--- src/rtl/ts_fs_pkg.sv ---
// Shared types for the transport-stream field sync generator.
// Assumes: nothing beyond IEEE 1800-2017.
package ts_fs_pkg;

    // Output shape of the vertical sync signal.
    typedef enum logic {
        VS_PULSE  = 1'b0,
        VS_TOGGLE = 1'b1
    } vs_mode_e;

    // Smallest frame length the block accepts; smaller requests are raised to it.
    localparam int unsigned MIN_LINES = 2;

endpackage

--- src/rtl/ts_fs_byte_ctr.sv ---
// Byte position tracker: counts accepted bytes within a packet and packets
// within a line. It flags the byte that starts a packet and the byte that ends
// a line.
// Assumes: PKT_BYTES >= 2, PKTS_PER_LINE >= 1; counters are cleared while run is low.
module ts_fs_byte_ctr #(
    parameter int unsigned PKT_BYTES     = 188,
    parameter int unsigned PKTS_PER_LINE = 2
) (
    input  logic clk,
    input  logic rst_n,
    input  logic run,
    input  logic byte_acc,
    output logic pkt_start,
    output logic line_last
);
    localparam int unsigned POS_W = (PKT_BYTES > 1) ? $clog2(PKT_BYTES) : 1;
    localparam logic [POS_W-1:0] POS_LAST = POS_W'(PKT_BYTES - 1);

    logic [POS_W-1:0] pos_q;
    logic             pkt_last;
    logic             last_pkt_of_line;

    // Decode the position of the current byte within its packet.
    always_comb begin
        pkt_start = (pos_q == '0);
        pkt_last  = (pos_q == POS_LAST);
        line_last = pkt_last && last_pkt_of_line;
    end

    // Advance the byte position within a packet.
    always_ff @(posedge clk) begin
        if (!rst_n || !run) begin
            pos_q <= '0;
        end else if (byte_acc) begin
            pos_q <= pkt_last ? '0 : pos_q + 1'b1;
        end
    end

    generate
        if (PKTS_PER_LINE == 1) begin : g_single_pkt
            // One packet per line: every packet end is a line end.
            always_comb last_pkt_of_line = 1'b1;
        end else begin : g_multi_pkt
            localparam int unsigned PK_W = $clog2(PKTS_PER_LINE);
            localparam logic [PK_W-1:0] PK_LAST = PK_W'(PKTS_PER_LINE - 1);
            logic [PK_W-1:0] pk_q;

            // Flag the final packet slot of the line.
            always_comb last_pkt_of_line = (pk_q == PK_LAST);

            // Advance the packet slot at each packet end.
            always_ff @(posedge clk) begin
                if (!rst_n || !run) begin
                    pk_q <= '0;
                end else if (byte_acc && pkt_last) begin
                    pk_q <= last_pkt_of_line ? '0 : pk_q + 1'b1;
                end
            end


            pk_range_chk: assert property (@(posedge clk) disable iff (!rst_n)
                pk_q <= PK_LAST);
        end
    endgenerate


    pos_range_chk: assert property (@(posedge clk) disable iff (!rst_n)
        pos_q <= POS_LAST);


    pos_idle_chk: assert property (@(posedge clk) disable iff (!rst_n)
        (run && !byte_acc) |=> $stable(pos_q));

endmodule

--- src/rtl/ts_fs_line_ctr.sv ---
// Line counter with frame-boundary configuration shadow. It holds the line
// index and the frame length and mode in force. It publishes the index and the
// configuration that apply to the line being entered.
// Assumes: cfg inputs are loaded continuously while run is low and at each wrap.
module ts_fs_line_ctr
    import ts_fs_pkg::*;
#(
    parameter int unsigned LINE_IDX_W = 10
) (
    input  logic                  clk,
    input  logic                  rst_n,
    input  logic                  run,
    input  logic                  line_adv,
    input  logic [LINE_IDX_W-1:0] cfg_lines,
    input  vs_mode_e              cfg_mode,
    output logic [LINE_IDX_W-1:0] line_idx,
    output logic [LINE_IDX_W-1:0] line_nxt,
    output logic [LINE_IDX_W-1:0] eff_lines,
    output vs_mode_e              eff_mode,
    output logic                  frame_wrap
);
    localparam logic [LINE_IDX_W-1:0] N_MIN = LINE_IDX_W'(MIN_LINES);

    logic [LINE_IDX_W-1:0] idx_q;
    logic [LINE_IDX_W-1:0] n_q;
    vs_mode_e              mode_q;
    logic [LINE_IDX_W-1:0] cfg_cl;

    // Raise frame lengths below the minimum.
    always_comb cfg_cl = (cfg_lines < N_MIN) ? N_MIN : cfg_lines;

    // Work out the next index and the configuration for the line being entered.
    always_comb begin
        frame_wrap = line_adv && (idx_q == n_q - 1'b1);
        eff_lines  = frame_wrap ? cfg_cl   : n_q;
        eff_mode   = frame_wrap ? cfg_mode : mode_q;
        if (!line_adv)       line_nxt = idx_q;
        else if (frame_wrap) line_nxt = '0;
        else                 line_nxt = idx_q + 1'b1;
    end

    // Hold the index and load the shadow configuration.
    always_ff @(posedge clk) begin
        if (!rst_n) begin
            idx_q  <= '0;
            n_q    <= N_MIN;
            mode_q <= VS_PULSE;
        end else if (!run) begin
            idx_q  <= '0;
            n_q    <= cfg_cl;
            mode_q <= cfg_mode;
        end else begin
            idx_q <= line_nxt;
            if (frame_wrap) begin
                n_q    <= cfg_cl;
                mode_q <= cfg_mode;
            end
        end
    end

    always_comb line_idx = idx_q;


    line_range_chk: assert property (@(posedge clk) disable iff (!rst_n)
        idx_q < n_q);


    line_step_chk: assert property (@(posedge clk) disable iff (!rst_n)
        (run && line_adv && !frame_wrap) |=> (idx_q == $past(idx_q) + 1'b1));


    cfg_hold_chk: assert property (@(posedge clk) disable iff (!rst_n)
        (run && !frame_wrap) |=> ($stable(n_q) && $stable(mode_q)));

endmodule

--- src/rtl/ts_fs_vsync_gen.sv ---
// VSYNC shaper. In pulse mode it is high for the last line of the frame. In
// toggle mode it inverts on entering the half-frame line and on the wrap.
// Assumes: line_nxt/eff_* describe the line entered on a line_adv edge.
module ts_fs_vsync_gen
    import ts_fs_pkg::*;
#(
    parameter int unsigned LINE_IDX_W = 10
) (
    input  logic                  clk,
    input  logic                  rst_n,
    input  logic                  run,
    input  logic                  line_adv,
    input  logic [LINE_IDX_W-1:0] line_nxt,
    input  logic [LINE_IDX_W-1:0] eff_lines,
    input  vs_mode_e              eff_mode,
    output logic                  vsync
);
    logic                  vs_q;
    logic                  vs_nxt;
    logic [LINE_IDX_W-1:0] half_idx;
    logic [LINE_IDX_W-1:0] last_idx;

    // Line positions that carry an edge.
    always_comb begin
        half_idx = eff_lines >> 1;
        last_idx = eff_lines - 1'b1;
    end

    // Pick the level for the line being entered.
    always_comb begin
        unique case (eff_mode)
            VS_PULSE:  vs_nxt = (line_nxt == last_idx);
            VS_TOGGLE: vs_nxt = ((line_nxt == '0) || (line_nxt == half_idx)) ? ~vs_q : vs_q;
            default:   vs_nxt = 1'b0;
        endcase
    end

    // Register VSYNC; forced low in reset and while disabled.
    always_ff @(posedge clk) begin
        if (!rst_n || !run) begin
            vs_q <= 1'b0;
        end else if (line_adv) begin
            vs_q <= vs_nxt;
        end
    end

    always_comb vsync = vs_q;


    vs_off_chk: assert property (@(posedge clk) disable iff (!rst_n)
        !run |=> !vs_q);


    vs_hold_chk: assert property (@(posedge clk) disable iff (!rst_n)
        (run && !line_adv) |=> $stable(vs_q));


    vs_pulse_mid_chk: assert property (@(posedge clk) disable iff (!rst_n)
        (run && line_adv && eff_mode == VS_PULSE && line_nxt != last_idx) |=> !vs_q);

endmodule

--- src/rtl/ts_fs_sync_chk.sv ---
// Sync-byte checker: compares each packet-start byte with the sync value and
// keeps a sticky flag on mismatch.
// Assumes: pkt_start marks the first byte slot of every packet in a line.
module ts_fs_sync_chk #(
    parameter logic [7:0] SYNC_BYTE = 8'h47
) (
    input  logic       clk,
    input  logic       rst_n,
    input  logic       byte_acc,
    input  logic       pkt_start,
    input  logic       chk_en,
    input  logic [7:0] byte_data,
    output logic       misalign
);
    logic mis_q;
    logic bad_byte;

    // Detect a checked packet-start byte that is not the sync value.
    always_comb bad_byte = byte_acc && chk_en && pkt_start && (byte_data != SYNC_BYTE);

    // Set the sticky flag; only reset clears it.
    always_ff @(posedge clk) begin
        if (!rst_n) begin
            mis_q <= 1'b0;
        end else if (bad_byte) begin
            mis_q <= 1'b1;
        end
    end

    always_comb misalign = mis_q;


    mis_sticky_chk: assert property (@(posedge clk) disable iff (!rst_n)
        mis_q |=> mis_q);


    mis_quiet_chk: assert property (@(posedge clk) disable iff (!rst_n)
        (!mis_q && (!chk_en || !byte_acc)) |=> !mis_q);

endmodule

--- src/rtl/ts_field_sync.sv ---
// Transport-stream field sync generator top. It ties together the byte
// position tracker, the line counter with its config shadow, the VSYNC shaper
// and the sync-byte checker.
// Assumes: one byte per clock at most; configuration is stable around wraps.
module ts_field_sync
    import ts_fs_pkg::*;
#(
    parameter int unsigned PKT_BYTES     = 188,
    parameter int unsigned PKTS_PER_LINE = 2,
    parameter int unsigned LINE_IDX_W    = 10,
    parameter logic [7:0]  SYNC_BYTE     = 8'h47
) (
    input  logic                  clk,
    input  logic                  rst_n,
    input  logic                  enable,
    input  logic                  byte_vld,
    input  logic [7:0]            byte_data,
    input  logic [LINE_IDX_W-1:0] cfg_lines,
    input  logic                  cfg_mode,
    input  logic                  chk_en,
    output logic                  vsync,
    output logic [LINE_IDX_W-1:0] line_idx,
    output logic                  misalign
);
    logic                  byte_acc;
    logic                  pkt_start;
    logic                  line_last;
    logic                  line_adv;
    logic [LINE_IDX_W-1:0] line_nxt;
    logic [LINE_IDX_W-1:0] eff_lines;
    vs_mode_e              eff_mode;
    logic                  frame_wrap;

    // Qualify incoming bytes and line completions.
    always_comb begin
        byte_acc = enable && byte_vld;
        line_adv = byte_acc && line_last;
    end

    ts_fs_byte_ctr #(
        .PKT_BYTES    (PKT_BYTES),
        .PKTS_PER_LINE(PKTS_PER_LINE)
    ) u_byte_ctr (
        .clk      (clk),
        .rst_n    (rst_n),
        .run      (enable),
        .byte_acc (byte_acc),
        .pkt_start(pkt_start),
        .line_last(line_last)
    );

    ts_fs_line_ctr #(
        .LINE_IDX_W(LINE_IDX_W)
    ) u_line_ctr (
        .clk       (clk),
        .rst_n     (rst_n),
        .run       (enable),
        .line_adv  (line_adv),
        .cfg_lines (cfg_lines),
        .cfg_mode  (vs_mode_e'(cfg_mode)),
        .line_idx  (line_idx),
        .line_nxt  (line_nxt),
        .eff_lines (eff_lines),
        .eff_mode  (eff_mode),
        .frame_wrap(frame_wrap)
    );

    ts_fs_vsync_gen #(
        .LINE_IDX_W(LINE_IDX_W)
    ) u_vsync_gen (
        .clk      (clk),
        .rst_n    (rst_n),
        .run      (enable),
        .line_adv (line_adv),
        .line_nxt (line_nxt),
        .eff_lines(eff_lines),
        .eff_mode (eff_mode),
        .vsync    (vsync)
    );

    ts_fs_sync_chk #(
        .SYNC_BYTE(SYNC_BYTE)
    ) u_sync_chk (
        .clk      (clk),
        .rst_n    (rst_n),
        .byte_acc (byte_acc),
        .pkt_start(pkt_start),
        .chk_en   (chk_en),
        .byte_data(byte_data),
        .misalign (misalign)
    );


    wrap_to_zero_chk: assert property (@(posedge clk) disable iff (!rst_n)
        (enable && frame_wrap) |=> (line_idx == '0));

endmodule

--- config.mk ---
export PLATFORM = sky130hd
export DESIGN_NAME = ts_field_sync
export DESIGN_NICKNAME = d
export VERILOG_FILES = /design/src/rtl/ts_fs_pkg.sv /design/src/rtl/ts_fs_byte_ctr.sv /design/src/rtl/ts_fs_line_ctr.sv /design/src/rtl/ts_fs_vsync_gen.sv /design/src/rtl/ts_fs_sync_chk.sv /design/src/rtl/ts_field_sync.sv
export SDC_FILE = /design/constraint.sdc
export NUM_CORES = 1
export LEC_CHECK = 0
export BUFFER_PORTS_ARGS = -buffer_cell sky130_fd_sc_hd__buf_4
export CORE_MARGIN = 4
export CORE_UTILIZATION = 40
export DETAILED_ROUTE_END_ITERATION = 7
export GPL_TIMING_DRIVEN = 0
export MAX_ROUTING_LAYER = met4
export SYNTH_ARGS = -nofsm -noshare
export SYNTH_HDL_FRONTEND = slang
export SYNTH_SLANG_ARGS = --single-unit
--- constraint.sdc ---
create_clock -name clk -period 10.5 [get_ports clk]
set_input_delay 0.525 -clock clk [delete_from_list [all_inputs] [get_ports clk]]
set_output_delay 0.525 -clock clk [all_outputs]
set_load 0.01 [all_outputs]
==> results of run 1 <==
-- final cells by class --
class / instances / area (µm²)
buffer: 19 / 85.1
sequential: 32 / 641
tap: 96 / 120
inverter: 10 / 37.5
timing repair buffer: 35 / 263
fill: 679 / 3510
clock buffer: 7 / 96.3
multi-input combinational: 283 / 2040
-- critical path, delay by kind of cell (launching register included) --
family | cells | cell delay (ps)
and+or+nand+nor | 4 | 1250
buffers and inverters | 2 | 260
muxes | 2 | 400
DFF | 1 | 300
AOI/OAI and AO/OA | 6 | 1160
xor gates and xnor gates | 2 | 390
adders and majority gates | 2 | 560
-- routing by layer --
metal / track usage [%] / share of wire (%) / vias to the layer above / wire (µm)
met3: 2.46 / 3.8 / 7 / 285
met4: 4.52 / 0.93 / 0 / 70
met2: 29.9 / 47 / 52 / 3520
met5: - / 0 / - / 0
met1: 25.6 / 49 / 1278 / 3660
li1: - / - / 1336 / -
-- flip-flops by register name (all words and copies together), names as in the netlist --
register,cells
u_vsync_gen.vsync,1
u_byte_ctr.pos_q,8
u_sync_chk.misalign,1
u_line_ctr.mode_q,1
u_line_ctr.n_q,10
u_byte_ctr.g_multi_pkt.pk_q,1
u_line_ctr.line_idx,10
-- cell usage after synthesis, types with 4 or more instances --
master and n:
o21ai_0 7, nand3_1 11, nor3b_1 5, a31oi_1 6, and3_1 8, dfxtp_1 32, mux2i_1 18, nor3_1 8
buf_2 8, xnor2_1 27, a21oi_1 11, nand2b_1 6, nand2_1 19, xor2_1 18, nor2b_1 4, inv_1 10
nand4_1 6, ha_1 5, nor2_1 39, clkbuf_1 8, nor4_1 16
-- logic make-up after synthesis --
| kind of cell | share of synthesized area, % |
|---|---|
| xor gates and xnor gates | 16.6 |
| DFF | 22.9 |
| adders and majority gates | 2.23 |
| and+or+nand+nor | 32.8 |
| buffers and inverters | 4.38 |
| AOI/OAI and AO/OA | 14.3 |
| muxes | 6.83 |
-- power by group --
part	total (mW)	leakage (nW)	internal, mW	switching [mW]
registers	0.127	0.260	0.124	0.00301
clock network	0.106	0.0503	0.0584	0.0471
logic	0.0624	0.960	0.0283	0.0341
-- how the worst max path moves through the flow --
| stage | startpoint | to | slack (ps) | depth (start not counted) |
|---|---|---|---|---|
| after floorplan | u_line_ctr.n_q[1]$_SDFF_PN1_ | u_vsync_gen.vsync$_SDFFE_PN0P_ | 6930 | 16 |
| after global placement | u_line_ctr.n_q[0]$_SDFF_PN0_ | u_vsync_gen.vsync$_SDFFE_PN0P_ | 6180 | 18 |
| after detailed placement | u_line_ctr.n_q[0]$_SDFF_PN0_ | u_vsync_gen.vsync$_SDFFE_PN0P_ | 6170 | 18 |
| after CTS | u_line_ctr.n_q[0]$_SDFF_PN0_ | u_vsync_gen.vsync$_SDFFE_PN0P_ | 6150 | 18 |
| after global routing | u_line_ctr.n_q[1]$_SDFF_PN1_ | u_vsync_gen.vsync$_SDFFE_PN0P_ | 5760 | 19 |
| final | u_line_ctr.n_q[0]$_SDFF_PN0_ | u_vsync_gen.vsync$_SDFFE_PN0P_ | 6100 | 18 |
==> flow_summary.json, run 1 <==
{
  "outcome": "completed",
  "die_h_um": 91.7,
  "ys_warn_count": 0,
  "placed_cells": 475,
  "tightestPinTransition_ps": 650,
  "layout_common_cells": "nor2_1 (39), buf_4 (36), dfxtp_1 (32), xnor2_1 (27), nand2_1 (19)",
  "hold_class": "input port to register",
  "dpl.hpwl_um": 5910,
  "cts_buffer_depth": 2,
  "cp.arrival_ps": 4610,
  "ys_top_cells_by_area": "dfxtp_1 (23%), xnor2_1 (8.4%), mux2i_1 (6.4%), xor2_1 (5.6%), nor2_1 (5.2%)",
  "min_period_ps": 4400,
  "fin_nets": 415,
  "path_clk_slew_ps": 60,
  "slowest_delay_ps": 470,
  "drc": 0,
  "stdcell_count": 482,
  "grt_max_degree": 11,
  "synth-async-reset-ratio_pct": 0,
  "cp-start-kind": "register",
  "min_to": "u_line_ctr.n_q[1]$_SDFF_PN1_",
  "setup_viol": 0,
  "end_kind": "register",
  "crit_fanout": 8,
  "die_w_um": 91.7,
  "grt_setup_unrepaired": "false",
  "r2r-start": "u_line_ctr.n_q[0]$_SDFF_PN0_",
  "ys_ff_latch": 32,
  "total_leakage_power_nw": 1.27,
  "core_um2": 6790,
  "first_global_vias": 2511,
  "placed_area_um2": 3180,
  "post-route-cell-area_um2": 3280,
  "synthToLayoutAreaGrowth_pct": 17.1,
  "rows": 30,
  "skew_ps": 8.92,
  "power_uw": 295,
  "setup_tns_ps": 0,
  "n_antenna_cell": 0,
  "dieArea_um2": 8410,
  "clock_sinks": 32,
  "wl_per_cell_um": 15.6,
  "reg2reg_depth": 18,
  "htree_levels": 2,
  "pre_cts_slack_ps": 6170,
  "antenna_found_initial": 0,
  "synth_ff_type": "dfxtp_1",
  "synth_cell_types": 68,
  "cts.repair.resized": 0,
  "synth_cells": 344,
  "final_common_cell": "nor2_1",
  "synth_edf_count": 0,
  "grt-ovfl-total": 0,
  "path_cells": "buf_2 > inv_1 > ha_1 > nor3b_2 > mux2i_1 > o211ai_1 > and4_4 > nand3_4 > mux2i_1 > ha_1 > xor2_1 > xnor2_1 > a31oi_1 > or2_2 > a2111oi_2 > a31o_1 > o2111ai_1 > a21oi_1",
  "rrSetupSlack_ps": 6100,
  "drive_gt1_share_pct": 17.9,
  "cts_tree": "yes",
  "grt_pass1_wl_um": 12500,
  "syn_nets": 373,
  "synth.yosys.seq_area_share_pct": 22.9,
  "r2r-end": "u_vsync_gen.vsync$_SDFFE_PN0P_",
  "place_congestion": 0.908,
  "drv_cap": 0,
  "hold_violations": 0,
  "postLayoutCoreUtil_pct": 48.3,
  "maxSlewViolCount": 0,
  "layout_setup_ws_ps": 6100,
  "timing_worst_setup_path_type": "register to register",
  "clock_latency_ps": 280,
  "vias": 2673,
  "cts_root_buf": "clkbuf_8",
  "drt_iter0_drc": 183,
  "holdWs_ps": 447,
  "syn_avg_cell_area_um2": 8.14,
  "start_util_pct": 41.2,
  "peakVddDrop_v": 0.0000527,
  "worst_ep_required_time_ps": 10710,
  "drt-total-wl_um": 7540,
  "holdPathStages": 2,
  "power_density_nw_per_um2": 90.0,
  "grt.total_usage_pct": 18.9,
  "dr.pass1.iters": 4,
  "io_pins": 36,
  "slew_headroom_pct": 56.4,
  "cts_buffers": 5,
  "post_cts_buffers": 0,
  "yosys.area.top_type": "dfxtp_1",
  "syn-cell-area_um2": 2800,
  "cts_hold_buf": 0,
  "final_antenna_net_count": 0,
  "netlist.area_leader.share_pct": 22.9,
  "post-route-period-util_pct": 41.9,
  "crit_path_top_delay_cell": "nor3b_2",
  "routed_via_density": 5.55,
  "portBuffers": 35,
  "hp-start": "rst_n",
  "max_freq_mhz": 227
}
No activity file was read; power rests on OpenSTA's default activity.
==> run 2: changes to the inputs <==
- ABC_AREA: unset -> 1
- clock period: 10.5 -> 4.5 ns (I/O delays scaled with it)
==> flow_summary.json, run 2 <==
{
  "min_period_ps": 3490,
  "clock_latency_ps": 290,
  "dpl.hpwl_um": 6930,
  "clock_sinks": 32,
  "grt_setup_unrepaired": "false",
  "cp.arrival_ps": 3730,
  "critPathTopFamily": "simple AND/OR/NAND/NOR gates",
  "rows": 31,
  "grt_max_degree": 11,
  "setup_viol": 0,
  "final_common_cell": "nand2_1",
  "cts_buffers": 5,
  "crit_top_cell": "nand2_1",
  "tightestPinTransition_ps": 444,
  "die_h_um": 93.8,
  "ys_ff_latch": 32,
  "crit_path_top_delay_cell": "dfxtp_1",
  "place_congestion": 0.882,
  "ys_top_cells_by_area": "dfxtp_1 (22%), nand2_1 (21%), inv_1 (10%), nor2_1 (8.0%), nand3_1 (7.3%)",
  "hp-start": "cfg_lines[8]",
  "cts_hold_buf": 0,
  "n_antenna_cell": 0,
  "syn_avg_cell_area_um2": 5.69,
  "hold_class": "input port to register",
  "fin_nets": 587,
  "slew_headroom_pct": 70.1,
  "wl_per_cell_um": 12.9,
  "seqCellArea_um2": 641,
  "power_uw": 752,
  "start_util_pct": 40.8,
  "die_w_um": 93.8,
  "total_leakage_power_nw": 1.76,
  "final_antenna_net_count": 0,
  "synth_ff_type": "dfxtp_1",
  "cts.repair.resized": 0,
  "netlist.area_leader.share_pct": 21.8,
  "drv_cap": 0,
  "ys_warn_count": 0,
  "post_cts_buffers": 0,
  "skew_ps": 7.38,
  "outcome": "completed",
  "layout_common_cells": "nand2_1 (163), inv_1 (81), nor2_1 (63), nand3_1 (43), buf_4 (34)",
  "drt_iter0_drc": 152,
  "drt-total-wl_um": 8460,
  "setup_tns_ps": 0,
  "dieArea_um2": 8800,
  "r2r-start": "u_line_ctr.n_q[0]$_SDFF_PN0_",
  "portBuffers": 33,
  "power_density_nw_per_um2": 220,
  "multi_input_area_um2": 1930,
  "first_global_vias": 2956,
  "routed_via_density": 4.96,
  "post-route-period-util_pct": 77.6,
  "antenna_found_initial": 0,
  "syn-cell-area_um2": 2950,
  "worst_ep_required_time_ps": 4740,
  "synth.yosys.seq_area_share_pct": 21.8,
  "yosysMostFrequentCell": "nand2_1",
  "core_um2": 7210,
  "cts_root_buf": "clkbuf_8",
  "grt-ovfl-total": 0,
  "dr.pass1.iters": 5,
  "path_depth": 27,
  "cp-start-kind": "register",
  "fill_cells": 800,
  "hold_violations": 0,
  "synthToLayoutAreaGrowth_pct": 16.3,
  "grt.total_usage_pct": 20.4,
  "peakVddDrop_v": 0.000168,
  "end_kind": "register",
  "synth_cell_types": 38,
  "vias": 3264,
  "holdPathStages": 3,
  "synth_cells": 518,
  "path_clk_slew_ps": 70,
  "cts_buffer_depth": 2,
  "timing_worst_setup_path_type": "register to register",
  "slowest_delay_ps": 390,
  "crit_fanout": 9,
  "grt_pass1_wl_um": 13900,
  "maxSlewViolCount": 0,
  "htree_levels": 2,
  "reg2reg_depth": 27,
  "synth-async-reset-ratio_pct": 0,
  "synthTopCellsByCount": "nand2_1 (163), inv_1 (81), nor2_1 (63)",
  "drive_gt1_share_pct": 14.8,
  "critPathLaunch": "u_line_ctr.n_q[0]$_SDFF_PN0_",
  "yosys.area.top_type": "dfxtp_1",
  "max_freq_mhz": 286,
  "io_pins": 36,
  "path_buf_inv": 6,
  "synth_edf_count": 0,
  "cts_tree": "yes",
  "drc": 0,
  "syn_nets": 547
}
-- run 2: cell types whose count changed after synthesis, moves of 13 or more --
cell     delta
inv_1      +71
mux2i_1    -18
nand3_1    +32
nand4_1    +15
xor2_1     -13
nor4_1     -14
nor2_1     +24
nand2_1   +144
xnor2_1    -24
-- run 2: cell type report --
cell class	instances	area share (%)
Sequential cell	32	18.7
Multi-Input combinational cell	389	56.3
Timing Repair Buffer	33	7.23
Inverter	89	9.76
Buffer	8	1.24
Clock inverter	2	1.02
Tap cell	99	3.62
Clock buffer	6	2.12
-- run 2: worst register-to-register path, stage by stage (launching register included) --
cell and delay, ps:
dfxtp_1 390, inv_1 110, ha_1 310, inv_1 40, nand2_1 50, nand2_1 50
nor2_1 130, nand2_1 70, nor2_1 120, nand2_1 110, nor2_4 220, nand3_4 130
o21ai_1 250, inv_1 190, ha_1 230, nand3_1 190, inv_1 90, nand2_1 100
nand2_1 70, nand2_1 60, nand2_1 60, inv_1 50, nand2_1 40, nor2_1 110
nand3_1 100, nand3_1 80, nand2_1 50, inv_1 50
-- run 2: cells by family after synthesis --
logic type | after synthesis | synth area share, %
flops | 32 | 21.8
compound gates | 35 | 6.80
buf+inv | 97 | 12.8
xor+xnor | 8 | 2.38
simple gates | 341 | 54.2
fa+ha+maj | 5 | 2.12
-- run 2: report_power, final --
| part | switching [mW] | internal (mW) | leakage (nW) | total [mW] |
|---|---|---|---|---|
| combinational | 0.110 | 0.0619 | 1.44 | 0.172 |
| sequential | 0.0115 | 0.291 | 0.261 | 0.303 |
| clock | 0.113 | 0.164 | 0.0552 | 0.277 |
| total | 0.235 | 0.517 | 1.76 | 0.752 |
-- run 2: final timing paths --
check	endpoint	slack, ps
min	u_line_ctr.n_q[8]$_SDFF_PN0_	180
max reg2reg	u_vsync_gen.vsync$_SDFFE_PN0P_	1010
max	u_vsync_gen.vsync$_SDFFE_PN0P_	1010
min reg2reg	u_sync_chk.misalign$_SDFFE_PN0P_	460
-- run 2: metal layers --
layer | up-vias | global-route usage, % | share of wire (%)
li1 | 1720 | - | -
met1 | 1454 | 27.5 | 48
met2 | 79 | 31.8 | 45
met3 | 11 | 3.04 | 5.0
met4 | 0 | 5.66 | 1.4
met5 | - | - | 0
-- run 2: per-stage QoR --
stage	util (%)	std cells	hold WS (ps)	cell area (µm²)	setup WS [ps]
6_report	47.5	658	184	3420	1010
5_1_grt	47.5	658	201	3420	636
4_1_cts	47.5	658	179	3420	992
3_5_place_dp	46.0	650	446	3320	1020
3_3_place_gp	46.0	650	447	3320	1050
2_1_floorplan	-	518	358	2950	1630
